File: config.mk
export PLATFORM = sky130hd
export DESIGN_NAME = rx_ack_queue
export DESIGN_NICKNAME = d
export VERILOG_FILES = /design/src/rtl/rxq_pkg.sv /design/src/rtl/rxq_store.sv /design/src/rtl/rxq_ctrl.sv /design/src/rtl/rxq_irq.sv /design/src/rtl/rx_ack_queue.sv
export SDC_FILE = /design/constraint.sdc
export NUM_CORES = 2
export LEC_CHECK = 0
export BUFFER_PORTS_ARGS = -buffer_cell sky130_fd_sc_hd__buf_4
export CAP_MARGIN = 0
export CORE_MARGIN = 2
export CORE_UTILIZATION = 48
export CTS_CLUSTER_DIAMETER = 100
export CTS_CLUSTER_SIZE = 25
export DETAILED_ROUTE_END_ITERATION = 7
export PLACE_DENSITY = 0.66
export SLEW_MARGIN = 40
export SYNTH_ARGS = -nofsm -noshare
export SYNTH_HDL_FRONTEND = slang
export SYNTH_HIERARCHICAL = 1
export SYNTH_SLANG_ARGS = --single-unit
export TNS_END_PERCENT = 50
File: constraint.sdc
create_clock -name clk -period 13.4 [get_ports clk]
set_input_delay 2.68 -clock clk [delete_from_list [all_inputs] [get_ports clk]]
set_output_delay 2.68 -clock clk [all_outputs]
set_load 0.1 [all_outputs]
File: src/rtl/rxq_pkg.sv
package rxq_pkg;
    typedef enum logic [1:0] {
        Q_OFF,
        Q_EMPTY,
        Q_PARTIAL,
        Q_FULL
    } qstate_e;

    localparam int IRQ_NEW   = 0;
    localparam int IRQ_WMARK = 1;
    localparam int IRQ_FULL  = 2;
    localparam int IRQ_LOST  = 3;
    localparam int IRQ_N     = 4;
endpackage

File: src/rtl/rxq_store.sv
module rxq_store #(
    parameter int DEPTH = 64,
    parameter int REC_W = 32,
    localparam int IDX_W = $clog2(DEPTH)
) (
    input  logic             clk,
    input  logic             we,
    input  logic [IDX_W-1:0] waddr,
    input  logic [REC_W-1:0] wdata,
    input  logic [IDX_W-1:0] raddr,
    output logic [REC_W-1:0] rdata
);
    logic [REC_W-1:0] mem [DEPTH];

    always_ff @(posedge clk) begin
        if (we) begin
            mem[waddr] <= wdata;
        end
    end

    assign rdata = mem[raddr];
endmodule

File: src/rtl/rxq_ctrl.sv
module rxq_ctrl
    import rxq_pkg::*;
#(
    parameter int DEPTH = 64,
    localparam int IDX_W = $clog2(DEPTH),
    localparam int CNT_W = $clog2(DEPTH + 1)
) (
    input  logic             clk,
    input  logic             rst_n,
    input  logic [CNT_W-1:0] cfg_size,
    input  logic [CNT_W-1:0] cfg_wmark,
    input  logic             cfg_ovwr,
    input  logic             wr_valid,
    input  logic             ack_valid,
    input  logic [IDX_W-1:0] ack_idx,
    output logic             store,
    output logic [IDX_W-1:0] put_q,
    output logic [IDX_W-1:0] get_q,
    output logic [CNT_W-1:0] fill_q,
    output logic             lost_q,
    output logic             full_o,
    output logic [IRQ_N-1:0] events
);
    localparam logic [CNT_W-1:0] DEPTH_C = CNT_W'(DEPTH);
    localparam logic [CNT_W-1:0] ONE_C   = CNT_W'(1);

    function automatic logic [IDX_W-1:0] wrap_inc(input logic [IDX_W-1:0] p,
                                                  input logic [CNT_W-1:0] sz);
        logic [CNT_W-1:0] t;
        t = {1'b0, p} + ONE_C;
        return (t >= sz) ? '0 : t[IDX_W-1:0];
    endfunction

    qstate_e          state_q, state_n;
    logic [CNT_W-1:0] eff, off, fill_a, fill_n;
    logic [IDX_W-1:0] get_a, get_n, put_n;
    logic             en, ack_ok, room, drop, lost_n, wm_ok;

    // Release and push datapath: acknowledge first, then the write.
    always_comb begin
        eff = (cfg_size > DEPTH_C) ? DEPTH_C : cfg_size;
        en  = (eff != '0);
        if ({1'b0, ack_idx} >= {1'b0, get_q}) begin
            off = {1'b0, ack_idx} - {1'b0, get_q};
        end else begin
            off = {1'b0, ack_idx} + eff - {1'b0, get_q};
        end
        ack_ok = en && ack_valid && ({1'b0, ack_idx} < eff) && (off < fill_q);
        fill_a = ack_ok ? (fill_q - off - ONE_C) : fill_q;
        get_a  = ack_ok ? wrap_inc(ack_idx, eff) : get_q;
        room   = (fill_a < eff);
        store  = en && wr_valid && (room || cfg_ovwr);
        drop   = en && wr_valid && !room && !cfg_ovwr;
        put_n  = store ? wrap_inc(put_q, eff) : put_q;
        get_n  = (store && !room) ? wrap_inc(get_a, eff) : get_a;
        fill_n = (store && room) ? (fill_a + ONE_C) : fill_a;
        lost_n = drop ? 1'b1 : (ack_ok ? 1'b0 : lost_q);
        if (!en) begin
            put_n  = '0;
            get_n  = '0;
            fill_n = '0;
            lost_n = 1'b0;
        end
        wm_ok  = (cfg_wmark != '0) && (cfg_wmark <= eff);
        events = '0;
        events[IRQ_NEW]   = store;
        events[IRQ_WMARK] = en && wm_ok && (fill_q < cfg_wmark) && (fill_n >= cfg_wmark);
        events[IRQ_FULL]  = en && (fill_n == eff) && (fill_q != eff);
        events[IRQ_LOST]  = drop;
    end

    // Next-state decision.
    always_comb begin
        if (!en) begin
            state_n = Q_OFF;
        end else if (fill_n == '0) begin
            state_n = Q_EMPTY;
        end else if (fill_n == eff) begin
            state_n = Q_FULL;
        end else begin
            state_n = Q_PARTIAL;
        end
    end

    // State register.
    always_ff @(posedge clk) begin
        if (!rst_n) begin
            state_q <= Q_OFF;
        end else begin
            state_q <= state_n;
        end
    end

    // Index, level and lost registers.
    always_ff @(posedge clk) begin
        if (!rst_n) begin
            put_q  <= '0;
            get_q  <= '0;
            fill_q <= '0;
            lost_q <= 1'b0;
        end else begin
            put_q  <= put_n;
            get_q  <= get_n;
            fill_q <= fill_n;
            lost_q <= lost_n;
        end
    end

    // State-decoded outputs.
    always_comb begin
        unique case (state_q)
            Q_OFF:     full_o = 1'b0;
            Q_EMPTY:   full_o = 1'b0;
            Q_PARTIAL: full_o = 1'b0;
            Q_FULL:    full_o = 1'b1;
            default:   full_o = 1'b0;
        endcase
    end
endmodule

File: src/rtl/rxq_irq.sv
module rxq_irq
    import rxq_pkg::*;
(
    input  logic             clk,
    input  logic             rst_n,
    input  logic [IRQ_N-1:0] events,
    input  logic [IRQ_N-1:0] clr,
    output logic [IRQ_N-1:0] flags
);
    for (genvar i = 0; i < IRQ_N; i++) begin : g_flag
        always_ff @(posedge clk) begin
            if (!rst_n) begin
                flags[i] <= 1'b0;
            end else begin
                flags[i] <= events[i] | (flags[i] & ~clr[i]);
            end
        end
    end
endmodule

File: src/rtl/rx_ack_queue.sv
module rx_ack_queue
    import rxq_pkg::*;
#(
    parameter int DEPTH = 64,
    parameter int REC_W = 32,
    localparam int IDX_W = $clog2(DEPTH),
    localparam int CNT_W = $clog2(DEPTH + 1)
) (
    input  logic             clk,
    input  logic             rst_n,
    input  logic [CNT_W-1:0] cfg_size,
    input  logic [CNT_W-1:0] cfg_wmark,
    input  logic             cfg_ovwr,
    input  logic             wr_valid,
    input  logic [REC_W-1:0] wr_data,
    input  logic             ack_valid,
    input  logic [IDX_W-1:0] ack_idx,
    input  logic [IRQ_N-1:0] irq_clr,
    output logic [REC_W-1:0] rd_data,
    output logic [CNT_W-1:0] fill_lvl,
    output logic [IDX_W-1:0] get_idx,
    output logic [IDX_W-1:0] put_idx,
    output logic             full,
    output logic             msg_lost,
    output logic [IRQ_N-1:0] irq
);
    logic             store;
    logic [IRQ_N-1:0] events;

    rxq_ctrl #(.DEPTH(DEPTH)) u_ctrl (
        .clk       (clk),
        .rst_n     (rst_n),
        .cfg_size  (cfg_size),
        .cfg_wmark (cfg_wmark),
        .cfg_ovwr  (cfg_ovwr),
        .wr_valid  (wr_valid),
        .ack_valid (ack_valid),
        .ack_idx   (ack_idx),
        .store     (store),
        .put_q     (put_idx),
        .get_q     (get_idx),
        .fill_q    (fill_lvl),
        .lost_q    (msg_lost),
        .full_o    (full),
        .events    (events)
    );

    rxq_store #(.DEPTH(DEPTH), .REC_W(REC_W)) u_store (
        .clk   (clk),
        .we    (store),
        .waddr (put_idx),
        .wdata (wr_data),
        .raddr (get_idx),
        .rdata (rd_data)
    );

    rxq_irq u_irq (
        .clk    (clk),
        .rst_n  (rst_n),
        .events (events),
        .clr    (irq_clr),
        .flags  (irq)
    );
endmodule

==> summary.md <==
| Metric | Value |
|---|---|
| GR Util met1 | `about a third` |
| Clock Latency Late Sink | `around 750 ps` |
| Vias in the first global route | `between 30000 and 40000` |
| DR DRC count | `0` |
| Setup violations, final | `0` |
| Critical setup path kind | `input pin to register` |
| Dpl cell area | `around 87000 sq um` |
| Slowest CP cell | `nor4_2` |
| DIE HEIGHT | `approximately 420 um` |
| Die area | `174800 sq um` |
| Core outline area | `169800 sq um` |
| R2r worst-path depth | `28` |
| FMAX | `slightly above 90 MHz` |
| Share of layout cells above drive strength 1 | `between 20% and 30%` |
| Sequential area share after synthesis | `around three quarters` |
| Core Rows | `around 150` |
| Clock Sinks | `a little over 2000` |
| IO Pins | `118` |
| Hold WS | `584.3 ps` |
| Clock buffer depth | `3` |
| Async SR Flop Fraction | `0%` |
| Slowest cell delay on critical path | `790 ps` |
| Setup Skew | `around 33 ps` |
| Largest cells by area after synthesis | `edfxtp_1 (75%), mux4_2 (15%), ha_1 (1.2%), mux2i_1 (1.2%), nor2_1 (0.77%)` |
| Post-route setup TNS | `0 ps` |
| TritonCTS clock tree | `done` |
| Hold Path Stages | `2` |
| Worst-margin pin slew | `just over 1000 ps` |
| Initial antenna violation count | `10` |
| Yosys warnings | `6` |
| Met3 Usage GRT | `slightly below 4%` |
| Prevailing post-synth register cell | `edfxtp_1` |
| Cts hold-fix bufs | `0` |
| Count of mapped cells out of synthesis | `about 3800` |
| Crit path arrival time | `between 10000 and 15000 ps` |
| Crit path required time | `around 14000 ps` |
| #FFs+latches synth | `slightly above 2000` |
| Max-cap violation count | `0` |
| Largest net degree at the start of global routing | `a little under 100` |
| Yosys top cell area share | `between 70 and 80%` |
| Inserted Clock Buffers | `94` |
| Most common cell after layout, fill and taps aside | `edfxtp_1` |
| RSZ-0062 raised after global routing | `false` |
| Final Util | `52.80%` |
| CP Capture Type | `register` |
| Post-synthesis cell type count | `86` |
| LEAKAGE | `around 27 nW` |
| Slew Viols, Final | `0` |
| Crit path buf inv count | `8` |
| Max VDD drop | `approximately 0.5 mV` |
| Worst-path clk slew | `roughly 100 ps` |
| Routed wire per std cell | `~33 um` |
| # port buffers | `around 120` |
| Setup Buffers After CTS | `0` |
| Ratio of total power to cell area | `about 180 nW/um^2` |
| Post-Syn Nets | `around 4000` |
| Synth area leader | `edfxtp_1` |
| Post-CTS sizing | `0` |
| Vias/cell | `about 6.3` |
| Top Usage Layer GRT | `met2` |
| Fin area | `~90000 sq um` |
| Max-slew headroom | `32.34%` |
| Met2 GRT Util | `between 30% and 40%` |
| CP startpoint kind | `input pin` |
| Post-DP HPWL | `roughly 120000 um` |
| Synthesis-to-layout area growth | `8.983%` |
| Vias | `39456` |
| Crit path time final | `roughly 11000 ps` |
| Nets | `slightly above 4000` |
| Routed Antenna Nets | `0` |
| Fin. Hold Viols | `0` |
| Reg-to-reg setup timing slack | `a little under 4000 ps` |
| H-tree depth | `3` |
| Routed WL | `slightly above 200000 um` |
| Avg Synthesized Cell Area | `approximately 21 sq um` |
| Drt initial violations | `roughly 5000` |
| Reg-to-reg endpoint | `u_store/mem[51][4]` |
| Hold Path End | `u_irq/flags[3]` |
| Congestion Overflow GR | `0` |
| Die width | `about 420 um` |
| First-pass GRT wire length | `291900 um` |
| Initial Util | `between 40% and 50%` |
| Number of synthesized flops with an enable pin | `a little over 2000` |
| Fin crit share | `approximately 81%` |
| HP Start | `u_irq/flags[3]` |
| Overall global routing resource usage | `between 20% and 30%` |
| Router iterations before antenna repair | `5` |
| R2R Path Start | `u_ctrl/get_q[2]` |
| Crit-path leading delay family | `simple AND/OR/NAND/NOR gates` |
| Worst Hold Class | `register to register` |
| Gp weighted congestion | `0.9131` |
| Critical path fanouts, max | `18` |
| Outcome | `finished clean` |
| Most frequent cells in the layout | `edfxtp_1 (2048), mux4_2 (544), buf_4 (181), nor2_1 (106), mux2i_1 (99)` |
| Netlist Area Pre-Place | `a little over 80000 sq um` |
| Root Driver | `clkbuf_16` |
[state kept, by name, summed over array words and instances, names as in the netlist]
signal / cells
u_store/mem: 2048
u_irq/flags: 4
u_ctrl/state_q: 2
u_ctrl/fill_q: 7
u_ctrl/get_q: 6
u_ctrl/lost_q: 1
u_ctrl/put_q: 6
[cells in the mapped netlist (27+ instances only)]
cell type  count
a21oi_1       94
buf_2         59
buf_4         28
clkbuf_1      80
edfxtp_1    2048
ha_1          82
inv_1         57
mux2i_1       99
mux4_2       544
nand2_1       60
nand3_1       27
nor2_1       168
o221ai_1      28
o22ai_1       85
[logic make-up (layout without fill, tap and decap cells)]
group,after synthesis,count (layout),synth area share [%]
adder cells (fa/ha/maj),90,90,1.441
XOR/XNOR,38,38,0.4410
flip-flops,2074,2074,75.37
other,0,8,0
buffers and inverters,253,413,1.417
AND/OR/NAND/NOR,382,382,2.291
multiplexers,648,648,16.16
AO/OA/AOI/OAI,346,346,2.878
[cell type report]
| class | instances | area, sq um |
|---|---|---|
| inverter | 59 | 221.5 |
| clock buffer | 102 | 2446 |
| clock inverter | 9 | 106.4 |
| multi-input combinational | 1504 | 19660 |
| timing repair buffer | 243 | 2419 |
| tap | 2218 | 2775 |
| antenna | 8 | 20.02 |
| sequential | 2074 | 62040 |
| fill | 12875 | 80170 |
[worst register-to-register path, delay by kind of cell, from the launching register on]
| family | cells | cell delay, ps |
|---|---|---|
| simple gates | 8 | 3020 |
| compound gates | 11 | 2580 |
| buf+inv | 5 | 1210 |
| fa+ha+maj | 3 | 1070 |
| flops | 1 | 860 |
| mux | 1 | 400 |
[power breakdown]
part | leakage, nW | internal [W] | total (W) | switching, W
Sequential | 18.6 | 0.00723 | 0.00734 | 0.000110
Clock | 1.25 | 0.00132 | 0.00322 | 0.00190
Combinational | 6.94 | 0.00199 | 0.00580 | 0.00382
[stage by stage]
step                      instances  total power [W]  setup WS [ps]
after floorplan                3831          0.01142           1694
after global placement         6063          0.01325           1746
after detailed placement       6093          0.01328           1853
after CTS                      6204          0.01644           2664
after global routing           6209          0.01690           1947
final                          6217          0.01636           2486
[per-layer routing]
metal / wire, um / vias up / share of wire (%)
met5: 12 / - / 0.0058
met1: 83250 / 21214 / 41
met3: 15830 / 238 / 7.7
li1: - / 16266 / -
met4: 6364 / 2 / 3.1
met2: 99860 / 1736 / 49
[worst max path at each step]
stage                      startpoint                   to  slack, ps  cells after the start
final                     cfg_size[6]   u_store/mem[51][4]       2490                     32
after floorplan           cfg_size[6]   u_store/mem[49][0]       1690                     31
after CTS                 cfg_size[6]  u_store/mem[52][29]       2660                     32
after global placement    cfg_size[6]  u_store/mem[18][16]       1750                     31
after detailed placement  cfg_size[6]  u_store/mem[52][15]       1850                     32
after global routing      cfg_size[6]   u_store/mem[52][6]       1950                     32
Note: power is estimated with default switching activity, not from simulation.
